[src/rtl/i2c_regs_pkg.sv]
`timescale 1ns/1ps
package i2c_regs_pkg;

  localparam int STS_W     = 5;
  localparam int NUM_REGS  = 10;

  localparam int STS_DONE    = 0;
  localparam int STS_ARB     = 1;
  localparam int STS_NORESP  = 2;
  localparam int STS_COLL    = 3;
  localparam int STS_BUSBUSY = 4;

  localparam logic [15:0] CLK_WMASK = 16'hF3FF;
  localparam logic [15:0] CLK_RST   = 16'h301F;
  localparam logic [15:0] CFG_WMASK = 16'hFFF3;
  localparam logic [15:0] CFG_RST   = 16'h3302;
  localparam logic [15:0] CMD_WMASK = 16'h0377;

  // register select; order follows the word offsets (index + 1)
  typedef enum logic [3:0] {
    SEL_NONE   = 4'd0,
    SEL_STDCLK = 4'd1,
    SEL_HSCLK  = 4'd2,
    SEL_CFG    = 4'd3,
    SEL_CMD    = 4'd4,
    SEL_ADDR   = 4'd5,
    SEL_DATLO  = 4'd6,
    SEL_DATHI  = 4'd7,
    SEL_STS    = 4'd8,
    SEL_MASK   = 4'd9,
    SEL_BUSY   = 4'd10
  } regSel_e;

  typedef struct packed {
    logic wrStdClk;
    logic wrHsClk;
    logic wrCfg;
    logic cmdAccept;
    logic cmdReject;
    logic wrAddr;
    logic wrDatLo;
    logic wrDatHi;
    logic clrSts;
    logic wrMask;
  } ctlStrobe_t;

  function automatic logic [2:0] resultOf(input logic [STS_W-1:0] s);
    if (s[STS_ARB])          return 3'd1;
    else if (s[STS_NORESP])  return 3'd2;
    else if (s[STS_COLL])    return 3'd3;
    else if (s[STS_BUSBUSY]) return 3'd4;
    else                     return 3'd0;
  endfunction

endpackage

[src/rtl/i2c_regs_ctl.sv]
`timescale 1ns/1ps
module i2c_regs_ctl
  import i2c_regs_pkg::*;
#(
  parameter int ADDR_W = 8
) (
  input  logic              clk,
  input  logic              rstN,
  input  logic              busWrEn,
  input  logic              busRdEn,
  input  logic [ADDR_W-1:0] busAddr,
  input  logic              engDoneEvt,
  output ctlStrobe_t        strb,
  output regSel_e           rdSel,
  output logic              startPulse,
  output logic              busyNow
);

  localparam int IDX_W = ADDR_W - 2;

  logic [IDX_W-1:0] wordIdx;
  logic             aligned;
  regSel_e          hitSel;
  logic             busyQ;
  logic             startQ;
  logic             cmdHit;

  assign wordIdx = busAddr[ADDR_W-1:2];
  assign aligned = (busAddr[1:0] == 2'b00);

  always_comb begin
    if (aligned && (int'(wordIdx) < NUM_REGS))
      hitSel = regSel_e'(4'(int'(wordIdx) + 1));
    else
      hitSel = SEL_NONE;
  end

  assign cmdHit = busWrEn && (hitSel == SEL_CMD);

  always_comb begin
    strb           = '0;
    strb.wrStdClk  = busWrEn && (hitSel == SEL_STDCLK);
    strb.wrHsClk   = busWrEn && (hitSel == SEL_HSCLK);
    strb.wrCfg     = busWrEn && (hitSel == SEL_CFG);
    strb.cmdAccept = cmdHit && !busyQ;
    strb.cmdReject = cmdHit && busyQ;
    strb.wrAddr    = busWrEn && (hitSel == SEL_ADDR);
    strb.wrDatLo   = busWrEn && (hitSel == SEL_DATLO);
    strb.wrDatHi   = busWrEn && (hitSel == SEL_DATHI);
    strb.clrSts    = busWrEn && (hitSel == SEL_STS);
    strb.wrMask    = busWrEn && (hitSel == SEL_MASK);
  end

  assign rdSel = busRdEn ? hitSel : SEL_NONE;

  always_ff @(posedge clk or negedge rstN) begin
    if (!rstN) begin
      busyQ  <= 1'b0;
      startQ <= 1'b0;
    end else begin
      startQ <= strb.cmdAccept;
      if (strb.cmdAccept)
        busyQ <= 1'b1;
      else if (engDoneEvt)
        busyQ <= 1'b0;
    end
  end

  assign startPulse = startQ;
  assign busyNow    = busyQ;

endmodule

[src/rtl/i2c_regs_dp.sv]
`timescale 1ns/1ps
module i2c_regs_dp
  import i2c_regs_pkg::*;
(
  input  logic             clk,
  input  logic             rstN,
  input  ctlStrobe_t       strb,
  input  regSel_e          rdSel,
  input  logic [31:0]      busWrData,
  input  logic [STS_W-1:0] engEvt,
  input  logic             engRxValid,
  input  logic [63:0]      engRxData,
  input  logic             busyNow,
  output logic [31:0]      busRdData,
  output logic [15:0]      stdClkCfg,
  output logic [15:0]      hsClkCfg,
  output logic [15:0]      cfgWord,
  output logic [15:0]      cmdWord,
  output logic [9:0]       slaveAddr,
  output logic [63:0]      txData,
  output logic             irq
);

  logic [15:0]      stdQ, hsQ, cfgQ, cmdQ;
  logic [9:0]       adrQ;
  logic [31:0]      datLoQ, datHiQ;
  logic [STS_W-1:0] stsQ, maskQ;

  always_ff @(posedge clk or negedge rstN) begin
    if (!rstN) begin
      stdQ  <= CLK_RST;
      hsQ   <= CLK_RST;
      cfgQ  <= CFG_RST;
      cmdQ  <= '0;
      adrQ  <= '0;
      maskQ <= '0;
    end else begin
      if (strb.wrStdClk)  stdQ  <= busWrData[15:0] & CLK_WMASK;
      if (strb.wrHsClk)   hsQ   <= busWrData[15:0] & CLK_WMASK;
      if (strb.wrCfg)     cfgQ  <= busWrData[15:0] & CFG_WMASK;
      if (strb.cmdAccept) cmdQ  <= busWrData[15:0] & CMD_WMASK;
      if (strb.wrAddr)    adrQ  <= busWrData[9:0];
      if (strb.wrMask)    maskQ <= busWrData[STS_W-1:0];
    end
  end

  // data buffer: engine delivery wins over a same-cycle software write
  always_ff @(posedge clk or negedge rstN) begin
    if (!rstN) begin
      datLoQ <= '0;
      datHiQ <= '0;
    end else if (engRxValid) begin
      datLoQ <= engRxData[31:0];
      datHiQ <= engRxData[63:32];
    end else begin
      if (strb.wrDatLo) datLoQ <= busWrData;
      if (strb.wrDatHi) datHiQ <= busWrData;
    end
  end

  // sticky flags, one cell per bit; a set always beats a clear
  for (genvar b = 0; b < STS_W; b++) begin : g_sts
    localparam bit REJ_HIT = (b == STS_DONE) || (b == STS_BUSBUSY);
    logic setB;
    logic clrB;
    assign setB = engEvt[b] | (strb.cmdReject & REJ_HIT);
    assign clrB = strb.clrSts & busWrData[b];
    always_ff @(posedge clk or negedge rstN) begin
      if (!rstN)     stsQ[b] <= 1'b0;
      else if (setB) stsQ[b] <= 1'b1;
      else if (clrB) stsQ[b] <= 1'b0;
    end
  end

  always_comb begin
    case (rdSel)
      SEL_STDCLK: busRdData = {16'd0, stdQ};
      SEL_HSCLK:  busRdData = {16'd0, hsQ};
      SEL_CFG:    busRdData = {16'd0, cfgQ};
      SEL_CMD:    busRdData = {16'd0, cmdQ};
      SEL_ADDR:   busRdData = {22'd0, adrQ};
      SEL_DATLO:  busRdData = datLoQ;
      SEL_DATHI:  busRdData = datHiQ;
      SEL_STS:    busRdData = {21'd0, resultOf(stsQ), 3'd0, stsQ};
      SEL_MASK:   busRdData = {{(32-STS_W){1'b0}}, maskQ};
      SEL_BUSY:   busRdData = {31'd0, busyNow};
      default:    busRdData = '0;
    endcase
  end

  assign irq       = |(stsQ & maskQ);
  assign stdClkCfg = stdQ;
  assign hsClkCfg  = hsQ;
  assign cfgWord   = cfgQ;
  assign cmdWord   = cmdQ;
  assign slaveAddr = adrQ;
  assign txData    = {datHiQ, datLoQ};

endmodule

[src/rtl/i2c_regs_top.sv]
`timescale 1ns/1ps
module i2c_regs_top
  import i2c_regs_pkg::*;
#(
  parameter int ADDR_W = 8
) (
  input  logic              clk,
  input  logic              rstN,
  input  logic              busWrEn,
  input  logic              busRdEn,
  input  logic [ADDR_W-1:0] busAddr,
  input  logic [31:0]       busWrData,
  output logic [31:0]       busRdData,
  input  logic [4:0]        engEvt,
  input  logic              engRxValid,
  input  logic [63:0]       engRxData,
  output logic [15:0]       stdClkCfg,
  output logic [15:0]       hsClkCfg,
  output logic [15:0]       cfgWord,
  output logic [15:0]       cmdWord,
  output logic [9:0]        slaveAddr,
  output logic [63:0]       txData,
  output logic              startPulse,
  output logic              irq
);

  ctlStrobe_t strb;
  regSel_e    rdSel;
  logic       busyNow;

  i2c_regs_ctl #(.ADDR_W(ADDR_W)) u_ctl (
    .clk        (clk),
    .rstN       (rstN),
    .busWrEn    (busWrEn),
    .busRdEn    (busRdEn),
    .busAddr    (busAddr),
    .engDoneEvt (engEvt[STS_DONE]),
    .strb       (strb),
    .rdSel      (rdSel),
    .startPulse (startPulse),
    .busyNow    (busyNow)
  );

  i2c_regs_dp u_dp (
    .clk        (clk),
    .rstN       (rstN),
    .strb       (strb),
    .rdSel      (rdSel),
    .busWrData  (busWrData),
    .engEvt     (engEvt),
    .engRxValid (engRxValid),
    .engRxData  (engRxData),
    .busyNow    (busyNow),
    .busRdData  (busRdData),
    .stdClkCfg  (stdClkCfg),
    .hsClkCfg   (hsClkCfg),
    .cfgWord    (cfgWord),
    .cmdWord    (cmdWord),
    .slaveAddr  (slaveAddr),
    .txData     (txData),
    .irq        (irq)
  );

endmodule

[config.mk]
export PLATFORM = sky130hd
export DESIGN_NAME = i2c_regs_top
export DESIGN_NICKNAME = d
export VERILOG_FILES = /design/src/rtl/i2c_regs_pkg.sv /design/src/rtl/i2c_regs_ctl.sv /design/src/rtl/i2c_regs_dp.sv /design/src/rtl/i2c_regs_top.sv
export SDC_FILE = /design/constraint.sdc
export NUM_CORES = 1
export LEC_CHECK = 0
export BUFFER_PORTS_ARGS = -buffer_cell sky130_fd_sc_hd__buf_2
export CAP_MARGIN = 10
export CORE_ASPECT_RATIO = 1.75
export CORE_MARGIN = 2
export CORE_UTILIZATION = 31
export DETAILED_ROUTE_END_ITERATION = 10
export MAX_ROUTING_LAYER = met4
export PLACE_DENSITY_LB_ADDON = 0.3
export SLEW_MARGIN = 25
export SYNTH_ARGS = -nofsm -noshare
export SYNTH_HDL_FRONTEND = slang
export SYNTH_SLANG_ARGS = --single-unit
[constraint.sdc]
create_clock -name clk -period 2.2 [get_ports clk]
set_clock_uncertainty 0.15 [all_clocks]
set_input_delay 0.11 -clock clk [delete_from_list [all_inputs] [get_ports clk]]
set_output_delay 0.11 -clock clk [all_outputs]
set_load 0.01 [all_outputs]
==> metrics.txt <==
post-synthesis sequential area ratio 47.36%; normalized max-slew margin 38.61%; buffers from clock root to sink, at most 2; cell repeated most along the worst path sky130_fd_sc_hd__buf_4; pins over their slew limit 0; Via density 5.167; total wire length after detailed routing 29,060 microns; period utilization 97.54%; DP Wirelength 21,180 microns; worst min-delay path category input port to flip-flop; TritonCTS clock tree built; kind of cell adding the most delay to the critical path buffers and inverters; FP Rows 74; placeable core region 0.02315 sq mm; Ys Warns 0; CTS Buf Count 17; initial core utilization 31.26%; time the worst path needs with I/O delays and setup 2.146 ns; chip height 206.1 microns; vias after detailed routing 7,347; arrival time reported for the critical path endpoint 1.89 ns; final global-route overflow total 0; proportion of register bits with asynchronous set or reset after synthesis 100.0%; instance count along the most critical hold path 4; number of cells traversed by the worst register-to-register path 3; setup tns final 0 ns; maximum vdd ir drop 512.4 uV; MaxCap Viol Count 0; Buffers on Ports 271; worst path buffer plus inverter count 6; instance count of the mapped netlist 668; number of antenna violations at the first check in global routing 1; critical path launch point type input port; most frequently used flop master after synthesis sky130_fd_sc_hd__dfrtp_1; Fin Hold WS 0.08553 ns; peak per-stage delay on the critical path 0.28 ns; # IOs 286; first-pass GRT wire length 43,150 microns; clock latency on the worst-skew pair 0.42 ns; number of stages on the worst setup path 11; most area-consuming cells after synthesis sky130_fd_sc_hd__dfrtp_1 40%, sky130_fd_sc_hd__mux2_2 13%, sky130_fd_sc_hd__dfstp_2 6.9%; EDFF count, synth 0; leakage component of the power 5.430 nW; CTS root buf sky130_fd_sc_hd__clkbuf_16; post-detailed-route count of antenna-violating nets 0; relative area change from synthesis to final layout 56.01%; number of DRC violations after detailed routing 0; maximum frequency from static timing analysis 466.0 MHz; critical path peak fanout 6; cell-by-cell trace of the critical path buf_2 -> buf_4 -> o21ai_1 -> buf_4 -> nand3_2 -> buf_4 -> nor2_2 -> buf_4 -> a22oi_1 -> o21ai_1 -> buf_2; Least-Margin Pin Slew 0.9179 ns; average cell area after synthesis 10.83 sq um; final RePlAce weighted congestion 0.8732; CTS sink count 136; flip-flop and latch count after synthesis 136; nature of the critical path endpoint output pin; drt pass-1 iters 5; master of the slowest instance on the critical path sky130_fd_sc_hd__o21ai_1; total number of nets in the final design 1,219; top cell type's share of synthesized area 40.46%; Syn Std Cell Area 0.007236 sq mm; drt wl/cell 20.43 microns; leading cell type in the layout, fill and taps excluded sky130_fd_sc_hd__buf_2; vias in the first global route 7,533; commonest non-fill, non-tap cells in the layout 269 x sky130_fd_sc_hd__buf_2, 121 x sky130_fd_sc_hd__dlygate4sd3_1, 117 x sky130_fd_sc_hd__dfrtp_1; die boundary width 119.5 microns; cell taking the most area after synthesis sky130_fd_sc_hd__dfrtp_1; number of endpoints failing setup at the final stage 0; Power Density 597.3 mW/mm^2; outcome finished, final reports clean; data required time of the worst path 1.94 ns; fraction of layout instances using a drive strength above 1 45.66%; path type of the worst setup path input port to output pin; Worst-path clk slew 0.06 ns; floorplan die area 0.02463 sq mm; number of distinct library cell variants in the gate-level netlist after synthesis 57; H-tree lvl count 4; pin count of the biggest net entering global routing 78; number of filler cells placed in the layout 2,213; total routing resource utilization after global routing 23.95%; hold violation count in the final report 0; drt initial violations 410
## cells in the mapped netlist, types with 2 or more instances
| cell type | number |
|---|---|
| sky130_fd_sc_hd__dfrtp_1 | 117 |
| sky130_fd_sc_hd__mux2_2 | 84 |
| sky130_fd_sc_hd__nand2_1 | 58 |
| sky130_fd_sc_hd__nor2b_1 | 52 |
| sky130_fd_sc_hd__a22oi_1 | 44 |
| sky130_fd_sc_hd__o21ai_0 | 36 |
| sky130_fd_sc_hd__a21oi_1 | 33 |
| sky130_fd_sc_hd__clkbuf_1 | 32 |
| sky130_fd_sc_hd__mux2i_1 | 20 |
| sky130_fd_sc_hd__dfstp_2 | 19 |
| sky130_fd_sc_hd__a221o_1 | 17 |
| sky130_fd_sc_hd__a22o_1 | 17 |
| sky130_fd_sc_hd__nor2_1 | 17 |
| sky130_fd_sc_hd__buf_2 | 15 |
| sky130_fd_sc_hd__buf_4 | 15 |
| sky130_fd_sc_hd__nor3b_1 | 11 |
| sky130_fd_sc_hd__o21ai_1 | 10 |
| sky130_fd_sc_hd__nor3_1 | 5 |
| sky130_fd_sc_hd__nand3_1 | 4 |
| sky130_fd_sc_hd__or2_2 | 4 |
| sky130_fd_sc_hd__a21o_1 | 3 |
| sky130_fd_sc_hd__a32oi_1 | 3 |
| sky130_fd_sc_hd__and2_1 | 3 |
| sky130_fd_sc_hd__inv_1 | 3 |
| sky130_fd_sc_hd__mux2_4 | 3 |
| sky130_fd_sc_hd__o22ai_1 | 3 |
| sky130_fd_sc_hd__a21bo_2 | 2 |
| sky130_fd_sc_hd__a222oi_1 | 2 |
| sky130_fd_sc_hd__nand2b_1 | 2 |
| sky130_fd_sc_hd__nor3_2 | 2 |
| sky130_fd_sc_hd__nor4_1 | 2 |
| sky130_fd_sc_hd__nor4_4 | 2 |
| sky130_fd_sc_hd__o211ai_1 | 2 |
| sky130_fd_sc_hd__o31ai_1 | 2 |
| sky130_fd_sc_hd__or4_1 | 2 |
## power breakdown
part	internal (mW)	leakage, nW	switching [mW]
Clock	1.64	0.266	1.04
Sequential	2.67	1.66	0.148
Combinational	0.639	3.50	0.607
Total	4.95	5.43	1.79
## logic make-up after synthesis
group / share of synthesized area, %
multiplexers: 16.77
AO/OA/AOI/OAI: 17.85
buffers and inverters: 4.617
adder cells (fa/ha/maj): 0.1729
flip-flops: 47.36
other: 0.05183
AND/OR/NAND/NOR: 13.18
## layer usage
layer | global-route usage, % | up-vias | share of wire, %
met5 | - | - | 0
met4 | 11.51 | 0 | 3.8
met3 | 4.167 | 64 | 5.3
met2 | 43.82 | 332 | 55
met1 | 24.64 | 3644 | 36
li1 | - | 3307 | -
## registers in the layout, indices dropped and copies added, names as in the netlist
name              cells
u_dp.datHiQ          32
u_dp.datLoQ          32
u_dp.cfgWord         14
u_dp.hsClkCfg        14
u_dp.stdClkCfg       14
u_dp.slaveAddr       10
u_dp.cmdWord          8
u_dp.maskQ            5
u_dp.stsQ             5
u_ctl.busyNow         1
u_ctl.startPulse      1
## area by class of cell
type / count / area, sq um / share of cell area [%]
antenna: 1 / 2.502 / 0.02217
clock buffer: 28 / 496.7 / 4.400
clock inverter: 4 / 45.04 / 0.3990
inverter: 3 / 11.26 / 0.09976
multi-input combinational: 478 / 3651 / 32.34
sequential: 136 / 3427 / 30.36
tap: 304 / 380.4 / 3.370
timing repair buffer: 468 / 3274 / 29.01
## final timing paths
check	to	startpoint	slack (ns)
worst max-delay path	busRdData[1]	busAddr[3]	0.05
worst min-delay path	u_dp.datHiQ[25]	busWrEn	0.09
worst max register to register	u_dp.cmdWord[6]	u_ctl.busyNow	0.51
worst min register to register	u_dp.slaveAddr[9]	u_dp.slaveAddr[9]	0.38
max in group asynchronous	u_dp.maskQ[4]	rstN	0.24
min in group asynchronous	u_dp.cmdWord[1]	rstN	0.52
## what timing repair did
action                                  CTS  global route
setup buffers                             0             1
hold buffers                            121             0
pin swaps                                 0             5
cloned                                    0             0
endpoints found under the hold margin   261             0
endpoints found under the setup margin    5            30
resized for setup                         6            17
## worst register-to-register path, cell delays in order, from the launching register on
cell and delay, ns:
sky130_fd_sc_hd__dfrtp_1 0.46, sky130_fd_sc_hd__nor4_2 0.38, sky130_fd_sc_hd__buf_4 0.24, sky130_fd_sc_hd__mux2_2 0.35
## metrics by stage
step / util [%] / instances / setup WS (ns) / cell area [sq um] / power, mW
final: 48.77 / 1422 / 0.05409 / 11290 / 6.743
after global routing: 48.77 / 1422 / -0.01676 / 11290 / 7.023
after CTS: 48.38 / 1420 / 0.01061 / 11200 / 6.785
after detailed placement: 40.70 / 1267 / -0.09822 / 9422 / 3.905
after global placement: 40.70 / 1267 / -0.05719 / 9422 / 3.890
after floorplan: - / 681 / 0.1745 / 7284 / 3.336
No activity file was read; power rests on OpenSTA's default activity.
